## config.mk

```make
export PLATFORM = sky130hd
export DESIGN_NAME = cmdbuf_top
export DESIGN_NICKNAME = d
export VERILOG_FILES = /design/src/rtl/cmdbuf_pkg.sv /design/src/rtl/cmdbuf_control.sv /design/src/rtl/cmdbuf_datapath.sv /design/src/rtl/cmdbuf_top.sv
export SDC_FILE = /design/constraint.sdc
export NUM_CORES = 1
export LEC_CHECK = 0
export BUFFER_PORTS_ARGS = -buffer_cell sky130_fd_sc_hd__buf_2
export CAP_MARGIN = 20
export CORE_MARGIN = 1.5
export CORE_UTILIZATION = 45
export CTS_CLUSTER_SIZE = 8
export DETAILED_ROUTE_END_ITERATION = 8
export PLACE_DENSITY_LB_ADDON = 0.08
export SLEW_MARGIN = 0
export SYNTH_ARGS = -nofsm -noshare
export SYNTH_HDL_FRONTEND = slang
export SYNTH_SLANG_ARGS = --single-unit
```

## constraint.sdc

```tcl
create_clock -name clk -period 0.95 [get_ports clk]
set_input_delay 0.19 -clock clk [delete_from_list [all_inputs] [get_ports clk]]
set_output_delay 0.19 -clock clk [all_outputs]
set_load 0.01 [all_outputs]
```

## src/rtl/cmdbuf_pkg.sv

```systemverilog
package cmdbuf_pkg;

  localparam int unsigned DefWideW   = 25;
  localparam int unsigned DefNarrowW = 14;

  // Strobes from control to datapath.
  typedef struct packed {
    logic loadData;    // data register captures at this edge
    logic wideCapture; // capture full bus (single-copy mode)
    logic pickUpper;   // dual mode: take the upper slice of the bus
    logic dualOn;      // registered mode: B copies enabled
  } ctlStrobe_t;

  // Registered control lines.
  typedef struct packed {
    logic cs;
    logic odt;
    logic cke;
  } ctlLines_t;

endpackage

```

## src/rtl/cmdbuf_control.sv

```systemverilog
module cmdbuf_control
  import cmdbuf_pkg::*;
(
  input  logic       clk,
  input  logic       rstN,
  input  logic       modeDual,
  input  logic       pairSel,
  input  logic       csIn,
  input  logic       csRangeIn,
  output ctlStrobe_t strobe
);

  logic modeReg;
  logic freezeNow;

  // Freeze only when both chip-select inputs are high.
  assign freezeNow = csIn & csRangeIn;

  // Mode seen by the output fan-out changes at the clock edge.
  always_ff @(posedge clk or negedge rstN) begin
    if (!rstN) modeReg <= 1'b0;
    else       modeReg <= modeDual;
  end

  always_comb begin
    strobe.loadData    = ~freezeNow;
    strobe.wideCapture = ~modeDual;
    strobe.pickUpper   = modeDual & pairSel;
    strobe.dualOn      = modeReg;
  end

endmodule

```

## src/rtl/cmdbuf_datapath.sv

```systemverilog
module cmdbuf_datapath
  import cmdbuf_pkg::*;
#(
  parameter int unsigned WIDE_W   = DefWideW,
  parameter int unsigned NARROW_W = DefNarrowW
) (
  input  logic                clk,
  input  logic                rstN,
  input  ctlStrobe_t          strobe,
  input  logic [WIDE_W-1:0]   dataIn,
  input  logic                csIn,
  input  logic                odtIn,
  input  logic                ckeIn,
  output logic [WIDE_W-1:0]   qA,
  output logic [NARROW_W-1:0] qB,
  output logic                csOutA,
  output logic                csOutB,
  output logic                odtOutA,
  output logic                odtOutB,
  output logic                ckeOutA,
  output logic                ckeOutB
);

  localparam int unsigned PadW   = WIDE_W - NARROW_W;
  localparam int unsigned UpperLo = WIDE_W - NARROW_W;

  logic [NARROW_W-1:0] narrowSel;
  logic [WIDE_W-1:0]   nextData;
  logic [WIDE_W-1:0]   dataReg;
  ctlLines_t           ctlReg;
  logic [NARROW_W-1:0] copyB;

  // Per-lane slice select for the narrow register.
  for (genvar i = 0; i < NARROW_W; i++) begin : g_lane
    assign narrowSel[i] = strobe.pickUpper ? dataIn[UpperLo + i] : dataIn[i];
  end

  if (PadW > 0) begin : g_pad
    assign nextData = strobe.wideCapture ? dataIn : {{PadW{1'b0}}, narrowSel};
  end else begin : g_nopad
    assign nextData = strobe.wideCapture ? dataIn : narrowSel;
  end

  always_ff @(posedge clk or negedge rstN) begin
    if (!rstN)                dataReg <= '0;
    else if (strobe.loadData) dataReg <= nextData;
  end

  always_ff @(posedge clk or negedge rstN) begin
    if (!rstN) ctlReg <= '0;
    else       ctlReg <= '{cs: csIn, odt: odtIn, cke: ckeIn};
  end

  // B copy fan-out, driven low in single-copy mode.
  for (genvar j = 0; j < NARROW_W; j++) begin : g_copyB
    assign copyB[j] = strobe.dualOn & dataReg[j];
  end

  assign qA      = dataReg;
  assign qB      = copyB;
  assign csOutA  = ctlReg.cs;
  assign odtOutA = ctlReg.odt;
  assign ckeOutA = ctlReg.cke;
  assign csOutB  = strobe.dualOn & ctlReg.cs;
  assign odtOutB = strobe.dualOn & ctlReg.odt;
  assign ckeOutB = strobe.dualOn & ctlReg.cke;

endmodule

```

## src/rtl/cmdbuf_top.sv

```systemverilog
module cmdbuf_top
  import cmdbuf_pkg::*;
#(
  parameter int unsigned WIDE_W   = DefWideW,
  parameter int unsigned NARROW_W = DefNarrowW
) (
  input  logic                clk,
  input  logic                rstN,
  input  logic                modeDual,
  input  logic                pairSel,
  input  logic [WIDE_W-1:0]   dataIn,
  input  logic                csIn,
  input  logic                csRangeIn,
  input  logic                odtIn,
  input  logic                ckeIn,
  output logic [WIDE_W-1:0]   qA,
  output logic [NARROW_W-1:0] qB,
  output logic                csOutA,
  output logic                csOutB,
  output logic                odtOutA,
  output logic                odtOutB,
  output logic                ckeOutA,
  output logic                ckeOutB
);

  ctlStrobe_t strobe;

  cmdbuf_control u_ctl (
    .clk       (clk),
    .rstN      (rstN),
    .modeDual  (modeDual),
    .pairSel   (pairSel),
    .csIn      (csIn),
    .csRangeIn (csRangeIn),
    .strobe    (strobe)
  );

  cmdbuf_datapath #(
    .WIDE_W   (WIDE_W),
    .NARROW_W (NARROW_W)
  ) u_dp (
    .clk     (clk),
    .rstN    (rstN),
    .strobe  (strobe),
    .dataIn  (dataIn),
    .csIn    (csIn),
    .odtIn   (odtIn),
    .ckeIn   (ckeIn),
    .qA      (qA),
    .qB      (qB),
    .csOutA  (csOutA),
    .csOutB  (csOutB),
    .odtOutA (odtOutA),
    .odtOutB (odtOutB),
    .ckeOutA (ckeOutA),
    .ckeOutB (ckeOutB)
  );

endmodule

```

==> results.md <==
- Wires add up to 4377 µm.
- The cell area after layout is 2411 µm².
- The CTS root buffer is sky130_fd_sc_hd__clkbuf_4.
- After global routing the overflow that remains totals 0.
- On the worst path, the slowest cell contributes a delay of 0.44 ns.
- The final-report max-slew violation count came to 0.
- The clock passes through at most 2 buffers.
- The portion of synthesized cell area occupied by the leading cell type is 0.4723.
- The routed design could run at a clock period as short as 1.361 ns.
- The instance count of the mapped netlist is 151.
- The die is 61.43 µm wide.
- Entering global routing, the biggest net connects 30 pins.
- The worst-case clock skew is 0 ns.
- After legalization and detailed placement, the total HPWL measured 2742 µm.
- The clock tree synthesis step divided the H-tree into 2 levels.
- The power per unit of standard cell area is 1341 nW/µm².
- The wire length per cell after detailed routing is 14.74 µm.
- Setup repair after global routing could not meet its margin everywhere.
- TritonCTS built the clock tree.
- The worst hold path class is input pin to register.
- The number of different library cells in the post-synthesis netlist is 16.
- The initial utilization of the core area, before any placement, comes to 0.4641.
- For this block, the via count after detailed routing is 1546.
- The insertion delay of the later-clocked pin in the worst-skew pair is 0.32 ns.
- Across every metal layer, demand over resource in global routing totals 0.2256.
- The area of the placeable core is 3311 µm².
- The layout has 272 filler cells.
- The required arrival time at the worst endpoint is 0.76 ns.
- The area growth from synthesis to layout is 56.92%.
- The area used by multi-input combinational logic is 758.2 µm².
- Traced cell by cell, the critical path runs through buf_6 > and2_1 > buf_2.
- The count of clock tree sinks is 29.
- The placed instances occupy a cell area of 1997 µm².
- The count of buffers from port buffering is 77.
- The data arrival at the endpoint of the critical path is 1.17 ns.
- The post-synth net total is 184.
- The die span in y is 61.43 µm.
- The maximum vdd drop is 0.0006853 V.
- After clock tree synthesis, the clock-pin slew on the worst setup and hold paths is 0.10 ns.
- For this run, the detailed router's first-pass iteration total came to 4.
- The slew of the pin with the lowest slew margin is 0.3798 ns.
- The checks that failed: setup timing.
- The relative slew slack is 0.7468.
- The ratio of cells with drive above 1 in the final layout is 0.5458.
- The number of antenna cells inserted is 0.
- Averaged over all synthesized cells, the footprint is 10.18 µm².
- Leaving out filler cells and counting taps, the final layout contains 297.
- The final setup violation count is 47.
- The library cell occupying the most area in the post-synthesis netlist is sky130_fd_sc_hd__dfrtp_1.
- The mapped cell area is 1536 µm².
- The analysis attributes to cell leakage a power of 0.001259 µW.
- For this design the top-level I/O count stands at 78.
- The number of buffers created by CTS is 5.
- In the routed design, unresolved DRC markers number 0.
- The initial antenna violation count was 0.
- The congestion estimate from routability-driven global placement came to 0.8029.
- The top achievable clock speed is 734.6 MHz.
- Sorting the synthesized cells by area gives the leading types as sky130_fd_sc_hd__dfrtp_1 47%, sky130_fd_sc_hd__nand3_1 8.1%, sky130_fd_sc_hd__and3b_1 8.0%.
- Once routing completed, OpenROAD measured the worst setup slack at -0.4113 ns.
- The number of global-route vias before repair is 1342.
- The floorplan step defined a die boundary enclosing 3774 µm².
- The final layout contains 283 nets.
- Across the run, the number of max-cap violations was 0.
- In this run, the number of DRC markers left after iteration 0 of detailed routing was 76.
- Along the worst path, the maximum fanout reaches 8.
- The slowest cell on the critical path is sky130_fd_sc_hd__dfrtp_2.
- Row generation in the floorplan step produced 21 rows.
- The post-synthesis register bit count is 29.
- Of the available clock period, the critical path in the final layout requires 1.433.
- The count of nets left with antenna violations once routing finished came out at 0.
- Of the synthesized area, sequential elements account for 0.4723.
- STA classifies the critical path endpoint as a primary output.
- The critical path in this run is classified as register to primary output.
- For this run, the number of Yosys warnings is 0.
- The sequential cell area is 726.9 µm².
- The run finished, with violations left.
- The final hold violation count is 0.
- In the routed layout, each cell is associated on average with a via count of 5.205.
- The cell total after placement is 268.
- The element type at the critical path start is a register.
- The first global-routing pass estimated 6099 µm of wire.
==> placed cells by master, fill, tap and decap left out <==
| master | count |
|---|---|
| sky130_fd_sc_hd__clkbuf_4 | 5 |
| sky130_fd_sc_hd__dfrtp_1 | 28 |
| sky130_fd_sc_hd__dlygate4sd3_1 | 3 |
| sky130_fd_sc_hd__dfrtp_2 | 1 |
| sky130_fd_sc_hd__nand2_2 | 1 |
| sky130_fd_sc_hd__clkinv_2 | 1 |
| sky130_fd_sc_hd__nand3_1 | 25 |
| sky130_fd_sc_hd__clkbuf_8 | 2 |
| sky130_fd_sc_hd__and2_4 | 16 |
| sky130_fd_sc_hd__a31oi_1 | 14 |
| sky130_fd_sc_hd__buf_12 | 4 |
| sky130_fd_sc_hd__o21ai_0 | 1 |
| sky130_fd_sc_hd__and2_1 | 2 |
| sky130_fd_sc_hd__buf_2 | 58 |
| sky130_fd_sc_hd__buf_6 | 24 |
| sky130_fd_sc_hd__a21bo_1 | 6 |
| sky130_fd_sc_hd__o21ai_1 | 10 |
| sky130_fd_sc_hd__nand2b_1 | 11 |
| sky130_fd_sc_hd__a21bo_2 | 8 |
| sky130_fd_sc_hd__and3b_1 | 14 |
| sky130_fd_sc_hd__buf_4 | 17 |
==> cell usage after synthesis, drive strengths merged <==
master  instances
a21bo          14
clkbuf          1
nand2           1
o21ai          11
and2           18
and3b          14
buf            13
nand3          25
dfrtp          29
nand2b         11
a31oi          14
==> power by group <==
part           switching, µW  internal, µW
Sequential              76.1          1340
Clock                    442           429
Combinational            401           544
==> kinds of logic (layout without fill, tap and decap cells) <==
| logic type | Yosys count | in the layout | share of synthesized area |
|---|---|---|---|
| simple gates | 69 | 69 | 0.2834 |
| compound gates | 39 | 39 | 0.1840 |
| flops | 29 | 29 | 0.4723 |
| buf+inv | 14 | 114 | 0.06025 |
==> layout make-up <==
class / count / share of cell area
Timing Repair Buffer: 106 / 0.3311
Clock buffer: 7 / 0.02698
Sequential cell: 29 / 0.3015
Multi-Input combinational cell: 108 / 0.3145
Tap cell: 46 / 0.02387
Clock inverter: 1 / 0.002076
==> critical path, delay by kind of cell, from the launching register on <==
kind,cells,cell delay [ns]
and+or+nand+nor,1,0.13
DFF,1,0.44
buffers and inverters,2,0.28
==> state kept, by name (all words and copies together), names as in the netlist <==
register	count
u_dp.ckeOutA	1
u_dp.qA	25
u_dp.csOutA	1
u_ctl.modeReg	1
u_dp.odtOutA	1
==> routing by layer <==
| layer | global-route usage | vias to the layer above | part of all wire |
|---|---|---|---|
| met5 | 0 | - | 0 |
| met4 | 0.06383 | 0 | 0.014 |
| met3 | 0.06303 | 7 | 0.048 |
| met2 | 0.3815 | 48 | 0.51 |
| met1 | 0.2840 | 756 | 0.42 |
| li1 | - | 735 | - |
==> metrics by stage <==
stage          total power [µW]  worst slack (ns)  hold WS [ns]  setup TNS, ns    util
6_report                   3232           -0.4113        0.1049         -9.761  0.7283
2_1_floorplan              1793           0.05423       -0.1056              0       -
4_1_cts                    3135           -0.4162       0.09354         -10.03  0.6848
5_1_grt                    3395           -0.4525       0.09465         -11.60  0.7283
3_3_place_gp               2117           -0.1285        0.1477         -2.203  0.6032
3_5_place_dp               2129           -0.1974        0.1552         -3.342  0.6032
==> path summary, 6_finish.rpt <==
check / slack, ns / startpoint / end / cells after the start
worst max-delay path: -0.41 / u_ctl.modeReg / qB[4] / 3
worst min-delay path: 0.10 / dataIn[22] / u_dp.qA[22] / 3
worst max register to register: -0.07 / u_dp.qA[9] / u_dp.qA[9] / 4
worst min register to register: 0.53 / u_dp.qA[18] / u_dp.qA[18] / 2
max in group asynchronous: 0.45 / rstN / u_ctl.modeReg / 3
min in group asynchronous: 0.32 / rstN / u_dp.qA[12] / 3
==> what timing repair did <==
| item | 4_1_cts | 5_1_grt |
|---|---|---|
| buffers inserted | 14 | 4 |
| pin swaps | 1 | 0 |
| hold buffers | 3 | 0 |
| setup endpoints to repair | 45 | 45 |
| resized for setup | 17 | 25 |
| endpoints found under the hold margin | 31 | 0 |
Note: power is estimated with default switching activity, not from simulation.
